[src/rtl/regwr_pkg.sv]
package regwr_pkg;
  typedef enum logic [2:0] {
    POL_PLAIN  = 3'd0,
    POL_WEXP   = 3'd1,
    POL_HEXP   = 3'd2,
    POL_WALN   = 3'd3,
    POL_HALN   = 3'd4,
    POL_CROP   = 3'd5,
    POL_IGNORE = 3'd6,
    POL_RSVD   = 3'd7
  } pol_e;

  typedef enum logic [1:0] {
    SZ_BYTE = 2'd0,
    SZ_HALF = 2'd1,
    SZ_WORD = 2'd2,
    SZ_WIDE = 2'd3
  } size_e;

  localparam int LANES  = 4;
  localparam int WORD_W = 32;

  function automatic logic is_narrow(input size_e s);
    return (s == SZ_BYTE) || (s == SZ_HALF);
  endfunction
endpackage

[src/rtl/regwr_lane.sv]
module regwr_lane
  import regwr_pkg::*;
(
  input  logic              en,
  input  logic [1:0]        off,
  input  logic [1:0]        size,
  input  logic [2:0]        policy,
  input  logic [WORD_W-1:0] data,
  output logic [LANES-1:0]  be,
  output logic [WORD_W-1:0] wd
);
  size_e             sz;
  pol_e              pol;
  logic              narrow;
  logic [LANES-1:0]  half_be;
  logic [LANES-1:0]  plain_be;
  logic [WORD_W-1:0] plain_wd;
  logic [15:0]       h16;

  always_comb begin
    sz       = size_e'(size);
    pol      = pol_e'(policy);
    narrow   = is_narrow(sz);
    half_be  = off[1] ? 4'b1100 : 4'b0011;
    h16      = off[0] ? {data[7:0], 8'h00} : data[15:0];
    if (sz == SZ_BYTE) begin
      plain_be = 4'b0001 << off;
      plain_wd = data << {off, 3'b000};
    end else begin
      plain_be = half_be;
      plain_wd = data << {off[1], 4'b0000};
    end

    be = '0;
    wd = data;
    unique case (pol)
      POL_PLAIN: begin
        if (narrow) begin
          be = plain_be;
          wd = plain_wd;
        end else begin
          be = '1;
        end
      end
      POL_WEXP: begin
        be = '1;
        if (narrow) wd = data << {off, 3'b000};
      end
      POL_HEXP: begin
        if (narrow) begin
          be = half_be;
          wd = {h16, h16};
        end else begin
          be = '1;
        end
      end
      POL_WALN: begin
        if (!narrow || off == 2'd0) be = '1;
      end
      POL_HALN: begin
        if (narrow) begin
          if (!off[0]) begin
            be = half_be;
            wd = {data[15:0], data[15:0]};
          end
        end else begin
          be = '1;
        end
      end
      POL_CROP: begin
        if (narrow) begin
          be = plain_be & 4'b0011;
          wd = plain_wd;
        end else begin
          be = 4'b0011;
        end
      end
      default: be = '0;
    endcase
    if (!en) be = '0;
  end
endmodule

[src/rtl/regwr_bank.sv]
module regwr_bank
  import regwr_pkg::*;
#(
  parameter int NREGS = 4,
  localparam int IDX_W = (NREGS > 1) ? $clog2(NREGS) : 1
) (
  input  logic                          clk,
  input  logic                          rst_n,
  input  logic [IDX_W-1:0]              idx,
  input  logic [LANES-1:0]              be,
  input  logic [WORD_W-1:0]             wd,
  output logic [NREGS-1:0][WORD_W-1:0]  regs_q
);
  for (genvar g = 0; g < NREGS; g++) begin : g_reg
    logic hit;
    assign hit = (idx == IDX_W'(g));
    for (genvar b = 0; b < LANES; b++) begin : g_lane
      logic [7:0] q;
      always_ff @(posedge clk or negedge rst_n) begin
        if (!rst_n) begin
          q <= '0;
        end else if (hit && be[b]) begin
          q <= wd[8*b +: 8];
        end
      end
      assign regs_q[g][8*b +: 8] = q;
    end
  end
endmodule

[src/rtl/regwr_rdport.sv]
module regwr_rdport
  import regwr_pkg::*;
#(
  parameter int NREGS = 4,
  localparam int IDX_W = (NREGS > 1) ? $clog2(NREGS) : 1
) (
  input  logic [NREGS-1:0][WORD_W-1:0] regs_q,
  input  logic [IDX_W-1:0]             idx,
  input  logic [1:0]                   off,
  input  logic [1:0]                   size,
  input  logic                         strict,
  output logic [WORD_W-1:0]            data,
  output logic                         ok
);
  logic [WORD_W-1:0] word;
  logic [WORD_W-1:0] shifted;
  logic              refuse;
  size_e             sz;

  always_comb begin
    sz      = size_e'(size);
    word    = (int'(idx) < NREGS) ? regs_q[idx] : '0;
    shifted = word >> {off, 3'b000};
    refuse  = strict && is_narrow(sz) && (off != 2'd0);
    unique case (sz)
      SZ_BYTE: data = {24'h0, shifted[7:0]};
      SZ_HALF: data = {16'h0, shifted[15:0]};
      default: data = shifted;
    endcase
    if (refuse) data = '0;
    ok = !refuse;
  end
endmodule

[src/rtl/regwr_adapter.sv]
module regwr_adapter
  import regwr_pkg::*;
#(
  parameter int NREGS = 4,
  localparam int IDX_W  = (NREGS > 1) ? $clog2(NREGS) : 1,
  localparam int ADDR_W = IDX_W + 2
) (
  input  logic              clk,
  input  logic              rst_n,
  input  logic              st_valid,
  output logic              st_ready,
  input  logic [ADDR_W-1:0] st_addr,
  input  logic [1:0]        st_size,
  input  logic [2:0]        st_policy,
  input  logic [31:0]       st_data,
  output logic [3:0]        upd_be,
  output logic [31:0]       upd_data,
  output logic [IDX_W-1:0]  upd_idx,
  input  logic [ADDR_W-1:0] rd_addr,
  input  logic [1:0]        rd_size,
  input  logic              rd_strict,
  output logic [31:0]       rd_data,
  output logic              rd_ok
);
  logic                         ready_q;
  logic                         take;
  logic [NREGS-1:0][WORD_W-1:0] regs_q;

  always_ff @(posedge clk or negedge rst_n) begin
    if (!rst_n) ready_q <= 1'b0;
    else        ready_q <= 1'b1;
  end

  assign st_ready = ready_q;
  assign take     = st_valid && ready_q;
  assign upd_idx  = st_addr[ADDR_W-1:2];

  regwr_lane u_lane (
    .en     (take),
    .off    (st_addr[1:0]),
    .size   (st_size),
    .policy (st_policy),
    .data   (st_data),
    .be     (upd_be),
    .wd     (upd_data)
  );

  regwr_bank #(.NREGS(NREGS)) u_bank (
    .clk    (clk),
    .rst_n  (rst_n),
    .idx    (upd_idx),
    .be     (upd_be),
    .wd     (upd_data),
    .regs_q (regs_q)
  );

  regwr_rdport #(.NREGS(NREGS)) u_rd (
    .regs_q (regs_q),
    .idx    (rd_addr[ADDR_W-1:2]),
    .off    (rd_addr[1:0]),
    .size   (rd_size),
    .strict (rd_strict),
    .data   (rd_data),
    .ok     (rd_ok)
  );
endmodule

[config.mk]
export PLATFORM = sky130hd
export DESIGN_NAME = regwr_adapter
export DESIGN_NICKNAME = d
export VERILOG_FILES = /design/src/rtl/regwr_pkg.sv /design/src/rtl/regwr_lane.sv /design/src/rtl/regwr_bank.sv /design/src/rtl/regwr_rdport.sv /design/src/rtl/regwr_adapter.sv
export SDC_FILE = /design/constraint.sdc
export NUM_CORES = 1
export LEC_CHECK = 0
export BUFFER_PORTS_ARGS = -buffer_cell sky130_fd_sc_hd__buf_2
export CAP_MARGIN = 10
export CORE_ASPECT_RATIO = 0.7
export CORE_MARGIN = 5
export CORE_UTILIZATION = 29
export DETAILED_ROUTE_END_ITERATION = 8
export PLACE_DENSITY = 0.48
export RECOVER_POWER = 100
export REMOVE_ABC_BUFFERS = 1
export SYNTH_ARGS = -nofsm -noshare
export SYNTH_HDL_FRONTEND = slang
export SYNTH_HIERARCHICAL = 1
export SYNTH_SLANG_ARGS = --single-unit
[constraint.sdc]
create_clock -name clk -period 3.8 [get_ports clk]
set_input_delay 0.76 -clock clk [delete_from_list [all_inputs] [get_ports clk]]
set_output_delay 0.76 -clock clk [all_outputs]
set_load 0.1 [all_outputs]
# Word-level counts from Yosys, hierarchy flattened

Index checks and enable logic that the tools add are counted.

$lt $le $gt $ge: 1
Equal/unequal tests: 10
Shift-type cells: 4
Mux-type cells: 22
Reduce and logical (&&, ||, !) cells: 31

Operator list:

| operator                                                               | count |
|---|---|
| 32-bit 2-to-1 mux                                                      | 8 |
| 32-bit one-hot mux with 4 select lines                                 | 1 |
| 32-bit binary-select mux with 2-bit select                             | 1 |
| 32-bit one-hot mux with 2 select lines                                 | 1 |
| 32-bit by 5-bit left shift with 32-bit output                          | 2 |
| 4-bit 2-to-1 mux                                                       | 8 |
| 32-bit by 5-bit right shift with 32-bit output                         | 1 |
| 4-bit one-hot mux with 6 select lines                                  | 1 |
| 1-bit logical AND                                                      | 19 |
| 16-bit 2-to-1 mux                                                      | 1 |
| 2-bit zero test                                                        | 4 |
| 2-bit by 1-bit equality test with 1-bit output (second input constant) | 3 |
| 3-bit by 2-bit equality test with 1-bit output (second input constant) | 2 |
| 3-bit equality test (second input constant)                            | 2 |
| 2-bit equality test (second input constant)                            | 2 |
| 1-bit by 2-bit left shift with 4-bit output (first input constant)     | 1 |
| 3-bit by 1-bit equality test with 1-bit output (second input constant) | 1 |
| 3-bit zero test                                                        | 1 |
| 1-bit logical OR                                                       | 3 |
| 2-bit by 3-bit < comparator with 1-bit output (second input constant)  | 1 |
| 1-bit zero test                                                        | 2 |
| 2-bit 2-to-1 mux                                                       | 1 |
| 2-bit nonzero test                                                     | 1 |
| 2-bit OR reduction                                                     | 1 |

Register bits: 129
Input bits: 51
Output and inout port bits: 72

# Logic depth before layout (Yosys ltp)

Depth after elaboration: 8
Depth in mapped cells: 9
Gate-level depth less buffers: 7

# By module

Netlist, hierarchy kept.

Modules (own cells, without submodules):

| module        | instances | cells an instance | area an instance (um2) | seq. area each (um2) |
|---|---|---|---|---|
| regwr_bank    | 1         | 276               | 4922.2                 | 3203.1 |
| regwr_lane    | 1         | 314               | 1866.8                 | 0.0 |
| regwr_rdport  | 1         | 221               | 1599.0                 | 0.0 |
| regwr_adapter | 1         | 5                 | 50.0                   | 25.0 |

# Least setup slack after synthesis

No wires, ideal clock.

Path kind: in2out
From: input st_policy[0]
To: output upd_data[30]
Arrival time: 4011 ps
Slack: -971 ps
Cell stages on the path: 6
Buffers on the path: 2
Cell sequence: buf_4 buf_2 or2_2 a21oi_1 o21ai_0 o21ai_0

Word-level cells in the longest chain between the ends: 3
Elaborated cells on any way between the ends: 7

RTL lines:

| element                                                       | RTL line            | text |
|---|---|---|
| start: declaration                                            | regwr_adapter.sv:14 | `input logic [2:0] st_policy,` |
| 3-bit equality test / 3-bit zero test (equally long branches) | regwr_lane.sv:36    | `unique case (pol)` |
| 2-bit OR reduction (no source line)                           | -                   |  |
| 32-bit one-hot mux with 4 select lines *                      | regwr_lane.sv:36    |  |
| end: declaration                                              | regwr_adapter.sv:17 | `output logic [31:0] upd_data,` |

Every way passes the cells marked *; elsewhere a longest branch is shown, timed or not.

# Worst setup path after layout

From: input rd_addr[3]
To: output rd_data[30]

Word-level cells in the longest chain between the ends: 5

RTL lines:

| element                                        | RTL line            | text |
|---|---|---|
| start: declaration                             | regwr_adapter.sv:19 | `input logic [ADDR_W-1:0] rd_addr,` |
| 32-bit binary-select mux with 2-bit select     | regwr_rdport.sv:22  | `word = (int'(idx) < NREGS) ? regs_q[idx] : '0;` |
| 32-bit 2-to-1 mux (not written as such)        | regwr_rdport.sv:22  |  |
| 32-bit by 5-bit right shift with 32-bit output | regwr_rdport.sv:23  | `shifted = word >> {off, 3'b000};` |
| 32-bit one-hot mux with 2 select lines         | regwr_rdport.sv:25  | `unique case (sz)` |
| 32-bit 2-to-1 mux                              | regwr_rdport.sv:30  | `if (refuse) data = '0;` |
| end: declaration                               | regwr_adapter.sv:22 | `output logic [31:0] rd_data,` |

Every way passes these cells. The select of a mux whose other input is x is not followed.

==> summary.txt <==
CP Launch Type = input pin
row count = 52
hpwl dp = 23,820 um
internal power = 3.503 mW
violated checks = capacitance limit, slew limit
crit path capture type = output pin
Post-synth EDFFs = 0
Setup WS pre-CTS = 0.1396 ns
ANT nets after route = 0
Port Buffers = 122
mean routed wirelength per cell = 22.20 um
fmax = 0.2742 GHz
clock buffer depth = 2
Final Worst Setup Slack = 0.1527 ns
number of H-tree levels = 4
Tot Pwr = 5.680 mW
Area Overhead vs Synth = 27.60%
Psw = 2.177 mW
relative slew slack = -22.93%
Synth Warn # = 6
hold slack = 0.5040 ns
antenna fix cells = 0
via count = 7,511
DP Area = 10,830 um2
Most used DFF post-synth = dfrtp_1
Clock Power Share = 29.1%
design area = 10,770 um2
LEAKAGE = 4.879 nW
clock tree from TritonCTS = built
first-pass GRT wire length = 46,310 um
Worst Tran Pin Value = 1.844 ns
met1 Resource Use GR = 29.17%
CTS Buf Count = 17
Buf+Inv Stages, Crit Path = 3
Hold Fails Final Rpt = 0
Routed WL = 30,550 um
Peak VDD IR = 248.2 uV
root buffer cell = clkbuf_16
GP Congestion = 0.9115
Worst-path clk slew = 0.06 ns
Async SR Flop Fraction = 100.0%
Avg Cell Area, Syn = 10.34 um2
max cap viols = 1
layout cells sized above 1 = 35.57%
vias in the first global route = 7,208
combinational power share = 36.7%
CP top delay family = buffers and inverters
Slowest-stage cell, CP = clkbuf_2
starting density of the core = 29.28%
CP Data Arrival Time = 2.89 ns
outcome = finished, violations left
clock latency on the worst-skew pair = 0.42 ns
die span in y = 152.7 um
largest net degree at the start of global routing = 72
GR Overflow Total = 0
RSZ-0062 raised after global routing = false
I/O Pins = 123
Post-Syn Area = 8438 um2
# DRC = 0
Seq pwr share = 34.2%
setup violators final = 0
Clock Skews = 0.007692 ns
commonest cells after routing, fill and taps aside = dfrtp_1 (129), mux2_2 (129), mux2i_1 (94), o21ai_0 (59), buf_4 (55)
Post-CTS Setup Repair Bufs = 0
core area = 28,820 um2
count of cell types in the netlist = 56
Crit Path Class = in -> out
worst-path fanout max = 15
initial antenna violation count = 0
busiest grt layer = met1
Hold Crit Class = reg -> reg
Worst EP required = 3.04 ns
Die Area = 32,660 um2
Tcrit/Tclk final = 95.98%
#FFs+latches synth = 129
crit path time final = 3.647 ns
aggregate global-route resource usage = 18.48%
PwrDens = 527.5 nW/um2
sw frac = 38.33%
worst-path cell chain = clkbuf_2 -> clkbuf_1 -> mux2i_1 -> mux2i_1 -> nor3b_1 -> clkbuf_2
met2 layer usage reported by global route = 25.69%
Avg Vias per Cell = 5.459
Synth Instances = 816
final count of pins violating max slew = 33
met3 Usage GRT = 4.075%
Initial DRC Count = 689
Nets = 1,036
first-pass iteration count of the detailed router = 5
Crit path largest cell delay = 0.54 ns
clk sinks = 129
register area share after synthesis = 38.26%
Die Wd = 213.9 um
-- cell type report --
| class | count | area (um2) |
|---|---|---|
| Inverter | 11 | 41.29 |
| Sequential cell | 129 | 3228 |
| Clock buffer | 20 | 466.7 |
| Multi-Input combinational cell | 621 | 4731 |
| Fill cell | 2913 | 18060 |
| Tap cell | 378 | 473.0 |
| Clock inverter | 12 | 133.9 |
| Timing Repair Buffer | 205 | 1693 |
-- metal layers --
| metal | share of wire (%) | up-vias |
|---|---|---|
| li1 | - | 3389 |
| met1 | 49 | 3756 |
| met2 | 42 | 340 |
| met3 | 8.0 | 26 |
| met4 | 1.2 | 0 |
| met5 | 0 | - |
-- through the flow --
step	TNS, ns	util [%]	instances
2_1_floorplan	-53.04	-	761
3_3_place_gp	0	37.57	1344
3_5_place_dp	0	37.57	1344
4_1_cts	0	39.66	1376
5_1_grt	0	37.35	1376
6_report	0	37.35	1376
-- cells by family after synthesis --
family | Yosys count | share of synthesized area [%]
other | 1 | 0.04444
AND/OR/NAND/NOR | 176 | 12.28
AO/OA/AOI/OAI | 219 | 16.53
buffers and inverters | 66 | 4.241
XOR/XNOR | 1 | 0.1038
flip-flops | 129 | 38.26
multiplexers | 224 | 28.54
-- timing repair --
action	in CTS	in global routing
hold buffers	0	0
resized for setup	0	1
endpoints found under the setup margin	0	1
-- final timing paths --
path                                           startpoint                              to  slack [ns]  cells after the start
max                                            rd_addr[3]                     rd_data[30]        0.15                      6
min                        u_bank/g_reg[2].g_lane[0].q[0]  u_bank/g_reg[2].g_lane[0].q[0]        0.50                      1
max reg2reg                                      st_ready  u_bank/g_reg[0].g_lane[2].q[1]        1.56                      7
min reg2reg                u_bank/g_reg[2].g_lane[0].q[0]  u_bank/g_reg[2].g_lane[0].q[0]        0.50                      1
max in group asynchronous                           rst_n  u_bank/g_reg[1].g_lane[0].q[4]        1.43                      2
min in group asynchronous                           rst_n  u_bank/g_reg[3].g_lane[2].q[1]        0.84                      1
-- Yosys cell counts, drive strengths merged (5+ instances only) --
library cell  instances  area share (%)
clkbuf               11            0.49
dfrtp               129              38
a22oi                23             2.0
nand2b                9            0.67
o21a                  5            0.46
nand2                52             2.3
a221o                 5            0.59
nor2b                36             2.7
buf                  44             3.3
o22ai                37             2.7
nor2                 33             1.5
nor3b                 5            0.98
a211oi               19             1.7
o21ai                69             4.1
or3b                  5            0.52
inv                  10            0.44
mux2i                94              11
a21oi                30             1.8
mux2                130              17
nand3b               10             1.7
nand3                 7            0.65
nor3                  8            0.53
a31oi                 5            0.37
-- registers in the layout (all words and copies together), names as in the netlist --
name and count:
u_bank/g.g_lane.q 128, st_ready 1
-- power groups by stage --
stage,clock network (mW),registers [mW],logic (mW)
3_5_place_dp,0,1.96,2.23
2_1_floorplan,0,1.87,1.36
6_report,1.65,1.94,2.09
4_1_cts,1.69,1.94,2.23
5_1_grt,1.75,1.98,2.21
3_3_place_gp,0,1.96,2.20
Note: power is estimated with default switching activity, not from simulation.
